$ cat src/rtl/ddr_init_pkg.sv
package ddr_init_pkg;

  typedef enum logic [1:0] {
    CMD_NOP       = 2'd0,
    CMD_PRE_ALL   = 2'd1,
    CMD_LOAD_MODE = 2'd2,
    CMD_REFRESH   = 2'd3
  } ddr_cmd_e;

  typedef enum logic [4:0] {
    ST_IDLE, ST_STABLE, ST_CKE,
    ST_PRE1, ST_W_PRE1, ST_EMRS, ST_W_EMRS,
    ST_MRS_RST, ST_W_DLL, ST_PRE2, ST_W_PRE2,
    ST_REF1, ST_W_REF1, ST_REF2, ST_W_REF2,
    ST_MRS_CLR, ST_W_MRS, ST_DONE, ST_ERR
  } init_st_e;

endpackage

$ cat src/rtl/ddr_gap_timer.sv
module ddr_gap_timer #(
  parameter int W = 8
) (
  input  logic         clk,
  input  logic         rst_n,
  input  logic         load_i,
  input  logic [W-1:0] load_val_i,
  output logic         expired_o
);

  logic [W-1:0] count_q, count_d;

  assign expired_o = (count_q == '0);

  always_comb begin
    count_d = count_q;
    if (load_i)          count_d = load_val_i;
    else if (!expired_o) count_d = count_q - 1'b1;
  end

  always_ff @(posedge clk or negedge rst_n) begin
    if (!rst_n) count_q <= '0;
    else        count_q <= count_d;
  end

endmodule

$ cat src/rtl/ddr_init_fsm.sv
module ddr_init_fsm import ddr_init_pkg::*; #(
  parameter int STABLE_CLKS = 10001,
  parameter int DLL_GAP     = 200,
  parameter int T_RP        = 3,
  parameter int T_MRD       = 2,
  parameter int T_RFC       = 8
) (
  input  logic     clk,
  input  logic     rst_n,
  input  logic     start_i,
  input  logic     any_present_i,
  output init_st_e state_o,
  output logic     capture_o,
  output logic     cke_set_o
);

  localparam int MAX_A = (STABLE_CLKS > DLL_GAP) ? STABLE_CLKS : DLL_GAP;
  localparam int MAX_B = (T_RFC > T_RP) ? T_RFC : T_RP;
  localparam int MAX_V = (MAX_A > MAX_B) ? MAX_A : MAX_B;
  localparam int TW    = $clog2(MAX_V + 1);

  init_st_e      state_q, state_d;
  logic          ld;
  logic [TW-1:0] ld_val;
  logic          expired;

  ddr_gap_timer #(.W(TW)) u_timer (
    .clk        (clk),
    .rst_n      (rst_n),
    .load_i     (ld),
    .load_val_i (ld_val),
    .expired_o  (expired)
  );

  assign state_o   = state_q;
  assign capture_o = (state_q == ST_IDLE) && start_i;
  assign cke_set_o = (state_q == ST_STABLE) && expired;

  always_comb begin
    state_d = state_q;
    ld      = 1'b0;
    ld_val  = '0;
    unique case (state_q)
      ST_IDLE: if (start_i) begin
        if (any_present_i) begin
          state_d = ST_STABLE;
          ld      = 1'b1;
          ld_val  = TW'(STABLE_CLKS - 1);
        end else begin
          state_d = ST_ERR;
        end
      end
      ST_STABLE:  if (expired) state_d = ST_CKE;
      ST_CKE:     state_d = ST_PRE1;
      ST_PRE1:    begin state_d = ST_W_PRE1; ld = 1'b1; ld_val = TW'(T_RP - 2); end
      ST_W_PRE1:  if (expired) state_d = ST_EMRS;
      ST_EMRS:    begin state_d = ST_W_EMRS; ld = 1'b1; ld_val = TW'(T_MRD - 2); end
      ST_W_EMRS:  if (expired) state_d = ST_MRS_RST;
      ST_MRS_RST: begin state_d = ST_W_DLL; ld = 1'b1; ld_val = TW'(DLL_GAP - 2); end
      ST_W_DLL:   if (expired) state_d = ST_PRE2;
      ST_PRE2:    begin state_d = ST_W_PRE2; ld = 1'b1; ld_val = TW'(T_RP - 2); end
      ST_W_PRE2:  if (expired) state_d = ST_REF1;
      ST_REF1:    begin state_d = ST_W_REF1; ld = 1'b1; ld_val = TW'(T_RFC - 2); end
      ST_W_REF1:  if (expired) state_d = ST_REF2;
      ST_REF2:    begin state_d = ST_W_REF2; ld = 1'b1; ld_val = TW'(T_RFC - 2); end
      ST_W_REF2:  if (expired) state_d = ST_MRS_CLR;
      ST_MRS_CLR: begin state_d = ST_W_MRS; ld = 1'b1; ld_val = TW'(T_MRD - 2); end
      ST_W_MRS:   if (expired) state_d = ST_DONE;
      ST_DONE:    state_d = ST_DONE;
      ST_ERR:     state_d = ST_ERR;
      default:    state_d = ST_IDLE;
    endcase
  end

  always_ff @(posedge clk or negedge rst_n) begin
    if (!rst_n) state_q <= ST_IDLE;
    else        state_q <= state_d;
  end

endmodule

$ cat src/rtl/ddr_cmd_enc.sv
module ddr_cmd_enc import ddr_init_pkg::*; #(
  parameter int ADDR_W      = 13,
  parameter int DLL_RST_BIT = 8,
  parameter int AP_BIT      = 10,
  parameter int DLL_DIS_BIT = 0
) (
  input  logic              clk,
  input  logic              rst_n,
  input  logic              capture_i,
  input  logic [ADDR_W-1:0] emr_i,
  input  logic [ADDR_W-1:0] mr_i,
  input  init_st_e          state_i,
  output logic              cmd_valid_o,
  output logic [1:0]        cmd_code_o,
  output logic [1:0]        cmd_bank_o,
  output logic [ADDR_W-1:0] cmd_addr_o
);

  localparam logic [ADDR_W-1:0] AP_MASK  = ADDR_W'(1) << AP_BIT;
  localparam logic [ADDR_W-1:0] RST_MASK = ADDR_W'(1) << DLL_RST_BIT;
  localparam logic [ADDR_W-1:0] DIS_MASK = ADDR_W'(1) << DLL_DIS_BIT;

  logic [ADDR_W-1:0] emr_q, mr_q;
  ddr_cmd_e          code;

  always_ff @(posedge clk or negedge rst_n) begin
    if (!rst_n) begin
      emr_q <= '0;
      mr_q  <= '0;
    end else if (capture_i) begin
      emr_q <= emr_i;
      mr_q  <= mr_i;
    end
  end

  always_comb begin
    code       = CMD_NOP;
    cmd_bank_o = 2'd0;
    cmd_addr_o = '0;
    unique case (state_i)
      ST_PRE1, ST_PRE2: begin
        code       = CMD_PRE_ALL;
        cmd_addr_o = AP_MASK;
      end
      ST_EMRS: begin
        code       = CMD_LOAD_MODE;
        cmd_bank_o = 2'd1;
        cmd_addr_o = emr_q & ~DIS_MASK;
      end
      ST_MRS_RST: begin
        code       = CMD_LOAD_MODE;
        cmd_addr_o = mr_q | RST_MASK;
      end
      ST_MRS_CLR: begin
        code       = CMD_LOAD_MODE;
        cmd_addr_o = mr_q & ~RST_MASK;
      end
      ST_REF1, ST_REF2: code = CMD_REFRESH;
      default: code = CMD_NOP;
    endcase
  end

  assign cmd_code_o  = code;
  assign cmd_valid_o = (code != CMD_NOP);

endmodule

$ cat src/rtl/ddr_slot_gate.sv
module ddr_slot_gate #(
  parameter int NSLOT = 2
) (
  input  logic             clk,
  input  logic             rst_n,
  input  logic             capture_i,
  input  logic             cke_set_i,
  input  logic [NSLOT-1:0] present_i,
  output logic             any_present_o,
  output logic [NSLOT-1:0] cke_o,
  output logic [NSLOT-1:0] clk_en_o
);

  assign any_present_o = |present_i;

  for (genvar s = 0; s < NSLOT; s++) begin : g_slot
    logic clk_en_q, cke_q;

    always_ff @(posedge clk or negedge rst_n) begin
      if (!rst_n)         clk_en_q <= 1'b1;
      else if (capture_i) clk_en_q <= present_i[s];
    end

    always_ff @(posedge clk or negedge rst_n) begin
      if (!rst_n)         cke_q <= 1'b0;
      else if (cke_set_i) cke_q <= clk_en_q;
    end

    assign clk_en_o[s] = clk_en_q;
    assign cke_o[s]    = cke_q;
  end

endmodule

$ cat src/rtl/ddr_pwrup_seq.sv
module ddr_pwrup_seq import ddr_init_pkg::*; #(
  parameter int NSLOT         = 2,
  parameter int ADDR_W        = 13,
  parameter int CLK_MHZ       = 50,
  parameter int STABLE_US     = 200,
  parameter int DLL_WAIT_CLKS = 200,
  parameter int T_RP          = 3,
  parameter int T_MRD         = 2,
  parameter int T_RFC         = 8,
  parameter int DLL_RST_BIT   = 8,
  parameter int AP_BIT        = 10,
  parameter int DLL_DIS_BIT   = 0
) (
  input  logic              clk,
  input  logic              rst_n,
  input  logic              start_i,
  input  logic [NSLOT-1:0]  slot_present_i,
  input  logic [ADDR_W-1:0] emr_word_i,
  input  logic [ADDR_W-1:0] mr_word_i,
  output logic              cmd_valid_o,
  output logic [1:0]        cmd_code_o,
  output logic [1:0]        cmd_bank_o,
  output logic [ADDR_W-1:0] cmd_addr_o,
  output logic [NSLOT-1:0]  cke_o,
  output logic [NSLOT-1:0]  slot_clk_en_o,
  output logic              done_o,
  output logic              err_o
);

  localparam int STABLE_CLKS = STABLE_US * CLK_MHZ + 1;
  localparam int DLL_GAP     = (DLL_WAIT_CLKS > T_MRD) ? DLL_WAIT_CLKS : T_MRD;

  init_st_e state;
  logic     capture, cke_set, any_present;

  ddr_init_fsm #(
    .STABLE_CLKS (STABLE_CLKS),
    .DLL_GAP     (DLL_GAP),
    .T_RP        (T_RP),
    .T_MRD       (T_MRD),
    .T_RFC       (T_RFC)
  ) u_fsm (
    .clk           (clk),
    .rst_n         (rst_n),
    .start_i       (start_i),
    .any_present_i (any_present),
    .state_o       (state),
    .capture_o     (capture),
    .cke_set_o     (cke_set)
  );

  ddr_cmd_enc #(
    .ADDR_W      (ADDR_W),
    .DLL_RST_BIT (DLL_RST_BIT),
    .AP_BIT      (AP_BIT),
    .DLL_DIS_BIT (DLL_DIS_BIT)
  ) u_enc (
    .clk         (clk),
    .rst_n       (rst_n),
    .capture_i   (capture),
    .emr_i       (emr_word_i),
    .mr_i        (mr_word_i),
    .state_i     (state),
    .cmd_valid_o (cmd_valid_o),
    .cmd_code_o  (cmd_code_o),
    .cmd_bank_o  (cmd_bank_o),
    .cmd_addr_o  (cmd_addr_o)
  );

  ddr_slot_gate #(.NSLOT(NSLOT)) u_gate (
    .clk           (clk),
    .rst_n         (rst_n),
    .capture_i     (capture),
    .cke_set_i     (cke_set),
    .present_i     (slot_present_i),
    .any_present_o (any_present),
    .cke_o         (cke_o),
    .clk_en_o      (slot_clk_en_o)
  );

  assign done_o = (state == ST_DONE);
  assign err_o  = (state == ST_ERR);

endmodule

$ cat config.mk
export PLATFORM = sky130hd
export DESIGN_NAME = ddr_pwrup_seq
export DESIGN_NICKNAME = d
export VERILOG_FILES = /design/src/rtl/ddr_init_pkg.sv /design/src/rtl/ddr_gap_timer.sv /design/src/rtl/ddr_init_fsm.sv /design/src/rtl/ddr_cmd_enc.sv /design/src/rtl/ddr_slot_gate.sv /design/src/rtl/ddr_pwrup_seq.sv
export SDC_FILE = /design/constraint.sdc
export NUM_CORES = 1
export LEC_CHECK = 0
export BUFFER_PORTS_ARGS = -buffer_cell sky130_fd_sc_hd__buf_4
export CAP_MARGIN = 25
export CORE_ASPECT_RATIO = 1.1
export CORE_MARGIN = 5
export CORE_UTILIZATION = 55
export DETAILED_ROUTE_END_ITERATION = 8
export PLACE_DENSITY = 0.8
export SETUP_SLACK_MARGIN = 0.1
export SLEW_MARGIN = 25
export SYNTH_ARGS = -nofsm -noshare
export SYNTH_HDL_FRONTEND = slang
export SYNTH_HIERARCHICAL = 1
export SYNTH_SLANG_ARGS = --single-unit
export TNS_END_PERCENT = 50
$ cat constraint.sdc
create_clock -name clk -period 6.4 [get_ports clk]
set_clock_uncertainty 0.1 [all_clocks]
set_input_delay 1.28 -clock clk [delete_from_list [all_inputs] [get_ports clk]]
set_output_delay 1.28 -clock clk [all_outputs]
set_load 0.02 [all_outputs]
# [Word-level counts from Yosys, hierarchy flattened]
# Index checks and enable logic that the tools add are counted.
[totals] register_bits=49 inputBits=31 output_inout_bits=24 word_cells=70
[classes] addsub=1 eq_ne=28 n_mux=22 reduce_logical=11
[ops] op="$pmux W5 S19" n=1
[ops] op="$mux W14" n=4
[ops] op="$pmux W14 S4" n=1
[ops] op="$pmux W13 S4" n=1
[ops] op="$mux W5" n=10
[ops] op="$eq A5 B4 Y1 const B" n=8
[ops] op="$eq A5 B3 Y1 const B" n=4
[ops] op="$ne A2 B1 Y1 const B" n=9
[ops] op="$eq A5 B5 Y1 const B" n=3
[ops] op="$logic_not A14 Y1" n=1
[ops] op="$sub A14 B1 Y14 const B" n=1
[ops] op="$eq A5 B2 Y1 const B" n=2
[ops] op="$reduce_and A9 Y1" n=1
[ops] op="$reduce_or A7 Y1" n=1
[ops] op="$pmux W2 S3" n=1
[ops] op="$reduce_or A2 Y1" n=3
[ops] op="$eq A5 B1 Y1 const B" n=1
[ops] op="$logic_not A5 Y1" n=1
[ops] op="$mux W1" n=3
[ops] op="$reduce_or A3 Y1" n=1
[ops] op="$logic_and A1 B1 Y1" n=2
[ops] op="$ne A2 B2 Y1 const B" n=1
[ops] op="$pmux W1 S2" n=1
[ops] op="$reduce_bool A2 Y1" n=1

# [Depth between registers and ports, before layout]
# Gate-level depths: netlist of run 1.
[logic_depth] depth_word=5 mapped_depth=10 mapped_depth_nobuf=9

# [Modules after synthesis]
# Netlist of run 1, hierarchy kept.
[modules_own_cells] mod="ddr_cmd_enc" instances=1 cells_each=83 area_per_inst_um2=1127.3 seq_area_each_um2=600.6
[modules_own_cells] mod="ddr_gap_timer" instances=1 cells_each=83 area_per_inst_um2=812.0 seq_area_each_um2=350.3
[modules_own_cells] mod="ddr_init_fsm" instances=1 cells_each=60 area_per_inst_um2=495.5 seq_area_each_um2=125.1
[modules_own_cells] mod="ddr_slot_gate" instances=1 cells_each=13 area_per_inst_um2=183.9 seq_area_each_um2=102.6
[modules_own_cells] mod="ddr_pwrup_seq" instances=1 cells_each=3 area_per_inst_um2=33.8 seq_area_each_um2=0.0

# [Least setup slack after synthesis of run 1]
# OpenSTA, ideal clock, no wires.
[synth_path] path_kind="input to register" start="input port start_i" end="register u_enc.emr_q[10]" setup_ps=125 t_arrival_ps=2465 required_time_ps=6175 setup_slack_ps=3710 stages=4 cell_sequence="nor4b_1 > buf_2 > buf_2 > mux2_2"
[synth_via] elab_chain_len=1
[synth_lines] element="start, declared" line_no="ddr_pwrup_seq.sv:16" text="input logic start_i,"
[synth_lines] element="$logic_and A1 B1 Y1" line_no="ddr_init_fsm.sv:36" text="assign capture_o = (state_q == ST_IDLE) && start_i;"
[synth_lines] element="end signal, assigned" line_no="ddr_cmd_enc.sv:31" text="emr_q <= emr_i;"
[synth_lines] element="end, declared" line_no="ddr_cmd_enc.sv:23" text="logic [ADDR_W-1:0] emr_q, mr_q;"
# No other way between the ends.
# A chain may end at the register's enable or synchronous reset.

# [Final worst setup path of run 1]
[layout_path] start="register u_fsm.state_q[0] (netlist: u_fsm/state_o[0])" end="output port cmd_addr_o[9]"
[layout_via] elab_chain_len=3 elab_cells_between_ends=7 classes_between="5 x eq/ne; 1 x mux; 1 x reduce/logical"
[layout_lines] element="start, declared" line_no="ddr_init_fsm.sv:22" text="init_st_e state_q, state_d;"
[layout_lines] element="start signal, assigned" line_no="ddr_init_fsm.sv:77" text="else state_q <= state_d;"
[layout_lines] element="$eq A5 B2 Y1 / $eq A5 B4 Y1 (equally long branches)" line_no="ddr_cmd_enc.sv:40" text="unique case (state_i)"
[layout_lines] element="$reduce_or A2 Y1 (no source line)"
[layout_lines] element="$pmux W13 S4 (*)" line_no="ddr_cmd_enc.sv:40"
[layout_lines] element="end, declared" line_no="ddr_pwrup_seq.sv:23" text="output logic [ADDR_W-1:0] cmd_addr_o,"
# Mark *: on every way between the ends. The rest lies on a longest branch, timed or not.

==> results of run 1 <==
==> layer usage <==
metal | up-vias | GRT usage (%) | wire, um
met2 | 52 | 27.96 | 2513
met4 | 0 | 5.723 | 68
met5 | - | 0 | 0
met3 | 5 | 4.762 | 276
li1 | 938 | - | -
met1 | 917 | 21.68 | 2228
==> power by group <==
group / switching (mW) / internal, mW / total (mW)
registers: 0.159 / 0.437 / 0.596
clock network: 0.0945 / 0.126 / 0.221
logic: 0.295 / 0.311 / 0.606
==> registers in the layout (all words and copies together) (netlist names) <==
name	count
u_fsm/u_timer/count_q	14
u_gate/g_slot.cke_q	2
u_fsm/state_o	5
u_gate/g_slot.clk_en_q	2
u_enc/emr_q	12
u_enc/mr_q	12
==> cells in the final DEF (no fill, tap or decap), types with 6 or more instances in the layout <==
| master | instances |
|---|---|
| a22o_2 | 9 |
| dfrtp_1 | 45 |
| nor3_1 | 8 |
| clkbuf_8 | 6 |
| mux2_2 | 24 |
| xor2_1 | 9 |
| mux2_1 | 6 |
| a21oi_1 | 8 |
| xnor2_1 | 6 |
| nor2_1 | 14 |
| o21ai_1 | 7 |
| nand2_1 | 20 |
| buf_4 | 53 |
==> critical path, stage by stage (launching register included) <==
cell	delay, ns
dfrtp_1	0.80
nand2b_2	0.25
nor2_1	0.68
a22o_2	0.27
buf_4	0.13
==> cells by family (layout without fill, tap and decap cells) <==
logic type / after synthesis / in the layout
and+or+nand+nor: 76 / 76
buffers and inverters: 26 / 67
other: 2 / 5
DFF: 47 / 47
AOI/OAI and AO/OA: 41 / 41
muxes: 34 / 34
xor gates and xnor gates: 15 / 15
adders and majority gates: 1 / 1
==> synth_stat cells (3+ instances only) <==
| cell type | count | share of area (%) |
|---|---|---|
| nand2_1 | 20 | 2.8 |
| nor3_1 | 8 | 1.5 |
| o21ai_0 | 5 | 0.94 |
| mux2i_1 | 4 | 1.5 |
| nor2_1 | 14 | 2.0 |
| mux2_1 | 6 | 2.5 |
| buf_2 | 3 | 0.57 |
| buf_6 | 4 | 1.7 |
| inv_1 | 5 | 0.71 |
| dfrtp_1 | 45 | 42 |
| nor2b_1 | 4 | 0.94 |
| o31ai_1 | 3 | 0.85 |
| a21oi_1 | 8 | 1.5 |
| clkbuf_1 | 7 | 0.99 |
| xor2_1 | 9 | 3.0 |
| xnor2_1 | 6 | 2.0 |
| nand3_1 | 3 | 0.57 |
| mux2_2 | 24 | 10 |
| a22o_2 | 9 | 3.4 |
| buf_4 | 6 | 1.7 |
| o21ai_1 | 7 | 1.3 |
==> metrics by stage <==
step / instance area, um^2 / instances / hold WS (ns) / util, % / total power, mW
after detailed placement: 3007 / 334 / 0.3773 / 64.63 / 1.209
final: 3124 / 342 / 0.3899 / 67.16 / 1.422
after CTS: 3124 / 342 / 0.3963 / 67.16 / 1.434
after global placement: 3007 / 334 / 0.3700 / 64.63 / 1.183
after floorplan: 2664 / 245 / 0.3594 / - / 1.072
after global routing: 3124 / 342 / 0.4322 / 67.16 / 1.539
==> worst min-delay path by stage <==
stage,start,endpoint,slack (ns)
2_1_floorplan,u_gate/g_slot[0].cke_q,u_gate/g_slot[0].cke_q,0.36
3_3_place_gp,u_gate/g_slot[0].cke_q,u_gate/g_slot[0].cke_q,0.37
3_5_place_dp,u_gate/g_slot[0].cke_q,u_gate/g_slot[0].cke_q,0.38
4_1_cts,u_gate/g_slot[0].cke_q,u_gate/g_slot[0].cke_q,0.40
5_1_grt,u_gate/g_slot[0].cke_q,u_gate/g_slot[0].cke_q,0.43
6_report,u_gate/g_slot[1].cke_q,u_gate/g_slot[1].cke_q,0.39
==> final cells by class <==
type	instances	area [um^2]
Sequential cell	47	1179
Multi-Input combinational cell	172	1338
Clock inverter	2	35.03
Clock buffer	6	82.58
Timing Repair Buffer	53	397.9
Inverter	6	22.52
Tap cell	56	70.07
Fill cell	359	1528
==> results.sh, run 1 <==
export IMPL_status="completed"
export IMPL_drive_gt1_share_pct=38.81
export IMPL_synthArstFlopShare_pct=100.0
export IMPL_diodes=0
export IMPL_worstPathArrival_ns=2.44
export IMPL_num_vias=1912
export IMPL_whs_path_depth=1
export IMPL_syn_to_final_growth_pct=17.78
export IMPL_path_clk_slew_ns=0.08
export IMPL_setup_ws_ns=2.576
export IMPL_ctsHoldBuffers=0
export IMPL_synth_cell_types=53
export IMPL_wl_per_cell_um=14.87
export IMPL_synth_edf_count=0
export IMPL_ys_warn_count=6
export IMPL_postCtsSetupBuffers=0
export IMPL_p_leak_nw=1.362
export IMPL_grt_usage_pct=17.07
export IMPL_fp_dieW_um=76.22
export IMPL_r2r_end="u_gate/g_slot[0].cke_q"
export IMPL_fp_row_count=26
export IMPL_post_route_min_period_ns=3.824
export IMPL_worstHoldPathType="reg -> reg"
export IMPL_grt_max_degree=48
export IMPL_cp_required_ns=5.02
export IMPL_place_ws_ns=2.932
export IMPL_antenna_found_initial=0
export IMPL_rrSetupSlack_ns=3.87
export IMPL_maxCapViolCount=0
export IMPL_cp_endpoint="cmd_addr_o[9]"
export IMPL_setup_violations=0
export IMPL_startpoint="u_fsm/state_o[0]"
export IMPL_ys_ff_latch=47
export IMPL_cp_max_fo=19
export IMPL_slew_violations=0
export IMPL_synthAdderAreaFrac_pct=0.4717
export IMPL_grt_pass1_vias=1860
export IMPL_grt_pass1_wl_um=8970
export IMPL_coreArea_um2=4652
export IMPL_syn_area_um2=2653
export IMPL_max_slew_margin_rel_pct=35.36
export IMPL_dieArea_um2=6313
export IMPL_pin_count=55
export IMPL_synth_seq_area_share_pct=44.43
export IMPL_numCtsBuffers=5
export IMPL_synthSimpleGateAreaFrac_pct=18.07
export IMPL_drc=0
export IMPL_cts_num_sinks=47
export IMPL_worstRegToRegCells=8
export IMPL_synthFlopType="dfrtp_1"
export IMPL_clock_root_buffer="clkbuf_8"
export IMPL_gp_congestion=0.7982
export IMPL_dr_pass1_iters=4
export IMPL_layout_nets=317
export IMPL_critPathKind="reg -> out"
export IMPL_hold_violations=0
export IMPL_clock_fmax_mhz=261.5
export IMPL_syn_inst=242
export IMPL_fin_tns_setup_ns=0
export IMPL_cp_end_kind="output port"
export IMPL_ir_worst_vdd_mv=0.2290
export IMPL_initial_core_util_pct=57.02
export IMPL_rsz0062_at_grt="false"
export IMPL_wirelength_um=5086
export IMPL_gr_total_overflow=0
export IMPL_port_buffers=51
export IMPL_start_kind="flop"
export IMPL_cts_tree="yes"
export IMPL_dp_hpwl_um=3609
export IMPL_vias_per_cell=5.591
export IMPL_h_tree_depth=2
export IMPL_ant_nets=0
export IMPL_clk_latency_ns=0.30
export IMPL_syn_area_per_cell_um2=10.96
export IMPL_power_density_nw_per_um2=455.2
export IMPL_cts_resized=0
export IMPL_synthMuxAreaShare_pct=14.25
export IMPL_synth_xor_area_share_pct=4.953
export IMPL_fin_crit_sh_pct=59.75
export IMPL_worst_slew_pin_slew_ns=0.9607
export IMPL_clockBufferDepth=2
export IMPL_synth_compound_area_share_pct=11.75
export IMPL_dieHeight_um=82.84
export IMPL_synth_top_family_by_area="simple AND/OR/NAND/NOR gates"
export IMPL_first_iter_violations=74
export IMPL_rr_startpoint="u_fsm/u_timer/count_q[0]"
(Power assumes the default switching activity.)
==> inputs of run 2 (changes only) <==
==> constraint.sdc (replaced) <==
create_clock -name clk -period 3.99 [get_ports clk]
set_clock_uncertainty 0.1 [all_clocks]
set_input_delay 0.798 -clock clk [delete_from_list [all_inputs] [get_ports clk]]
set_output_delay 0.798 -clock clk [all_outputs]
set_load 0.02 [all_outputs]
==> run 2 against run 1 <==
Effect of this change:
- via count grew 0.10%
- register-to-register slack lost 2.5 ns
- critical path depth is the same
- count of clock-buffer cells in the layout is the same
- largest cell class unchanged
- largest power group unchanged
- highest routed layer unchanged
==> results.sh, run 2 (same netlist as run 1, synthesis figures left out) <==
export IMPL_grt_pass1_vias=1936
export IMPL_layout_nets=319
export IMPL_rsz0062_at_grt="false"
export IMPL_fp_row_count=26
export IMPL_drive_gt1_share_pct=39.24
export IMPL_ctsHoldBuffers=0
export IMPL_grt_pass1_wl_um=9335
export IMPL_cts_resized=0
export IMPL_h_tree_depth=2
export IMPL_ir_worst_vdd_mv=0.4347
export IMPL_num_vias=1914
export IMPL_numCtsBuffers=5
export IMPL_worstPathArrival_ns=2.31
export IMPL_fin_tns_setup_ns=0
export IMPL_power_density_nw_per_um2=734.1
export IMPL_layout_commonest_cell="buf_4"
export IMPL_clock_root_buffer="clkbuf_8"
export IMPL_ant_nets=0
export IMPL_fp_dieW_um=76.22
export IMPL_grt_usage_pct=17.69
export IMPL_clk_latency_ns=0.29
export IMPL_cp_end_kind="output port"
export IMPL_dr_pass1_iters=4
export IMPL_critPathKind="reg -> out"
export IMPL_vias_per_cell=5.564
export IMPL_largest_reg_flops=14
export IMPL_worst_slew_pin_slew_ns=1.062
export IMPL_initial_core_util_pct=57.02
export IMPL_maxCapViolCount=0
export IMPL_status="completed"
export IMPL_hold_violations=0
export IMPL_dieHeight_um=82.84
export IMPL_regMostFlops="u_fsm/u_timer/count_q"
export IMPL_mostFrequentLayoutCells="buf_4, dfrtp_1, mux2_2"
export IMPL_port_buffers=51
export IMPL_post_route_min_period_ns=3.210
export IMPL_cts_num_sinks=47
export IMPL_drc=0
export IMPL_whs_ns=0.4008
export IMPL_dp_hpwl_um=3770
export IMPL_grt_max_degree=48
export IMPL_setup_violations=0
export IMPL_start_kind="flop"
export IMPL_gr_total_overflow=0
export IMPL_dieArea_um2=6313
export IMPL_path_clk_slew_ns=0.08
export IMPL_cp_required_ns=3.09
export IMPL_largest_registers="u_fsm/u_timer/count_q: 14 flops, u_enc/emr_q: 12 flops, u_enc/mr_q: 12 flops"
export IMPL_cp_max_fo=19
export IMPL_diodes=0
export IMPL_p_leak_nw=1.371
export IMPL_slew_violations=0
export IMPL_fin_crit_sh_pct=80.46
export IMPL_syn_to_final_growth_pct=18.35
export IMPL_worstHoldPathType="in -> async"
export IMPL_fin_util_pct=67.48
export IMPL_cts_tree="yes"
export IMPL_clockBufferDepth=2
export IMPL_gp_congestion=0.7568
export IMPL_postCtsSetupBuffers=0
export IMPL_pin_count=55
export IMPL_max_slew_margin_rel_pct=28.55
export IMPL_coreArea_um2=4652
export IMPL_wirelength_um=5249
export IMPL_clock_fmax_mhz=311.5
export IMPL_wl_per_cell_um=15.26
export IMPL_antenna_found_initial=0
export IMPL_first_iter_violations=78
run 2: final timing paths:
| check | from | end | slack [ns] | cells past startpoint |
|---|---|---|---|---|
| max | u_fsm/state_o[4] | cmd_addr_o[12] | 0.78 | 4 |
| min | rst_n | u_enc/mr_q[10] | 0.40 | 1 |
| max reg2reg | u_fsm/u_timer/count_q[0] | u_gate/g_slot[1].cke_q | 1.38 | 8 |
| min reg2reg | u_gate/g_slot[1].cke_q | u_gate/g_slot[1].cke_q | 0.40 | 1 |
| max in group asynchronous | rst_n | u_enc/emr_q[12] | 3.00 | 1 |
| min in group clk | u_gate/g_slot[1].cke_q | u_gate/g_slot[1].cke_q | 0.40 | 1 |
run 2: area by class of cell:
type	count	area, um^2
timing repair buffer	55	412.9
inverter	6	22.52
fill	356	1513
multi-input combinational	172	1338
clock buffer	6	82.58
tap	56	70.07
sequential	47	1179
clock inverter	2	35.03
run 2: metal layers:
| layer | global-route usage [%] | vias up | routed length [um] |
|---|---|---|---|
| li1 | - | 936 | - |
| met1 | 22.74 | 930 | 2343 |
| met2 | 29.44 | 43 | 2588 |
| met3 | 4.004 | 5 | 241 |
| met4 | 5.723 | 0 | 75 |
| met5 | 0 | - | 0 |
run 2: report_power, final:
group	switching, mW	internal (mW)
clock	0.148	0.203
sequential	0.204	0.702
combinational	0.537	0.511
total	0.889	1.42
run 2: per-stage QoR:
step                total power, mW  worst slack [ns]  instance area, um^2  cells
finish                        2.304            0.7797                 3139    344
detailed placement            1.967             1.102                 3022    336
floorplan                     1.719             1.410                 2664    245
CTS                           2.326            0.7711                 3139    344
global route                  2.485            0.6194                 3139    344
global placement              1.912             1.096                 3022    336
run 2: worst max-delay path, stage by stage, from the launching register on:
cell and delay, ns:
dfrtp_1 0.61, nand2b_2 0.37, nor2_1 0.63, a22o_2 0.27, buf_4 0.14
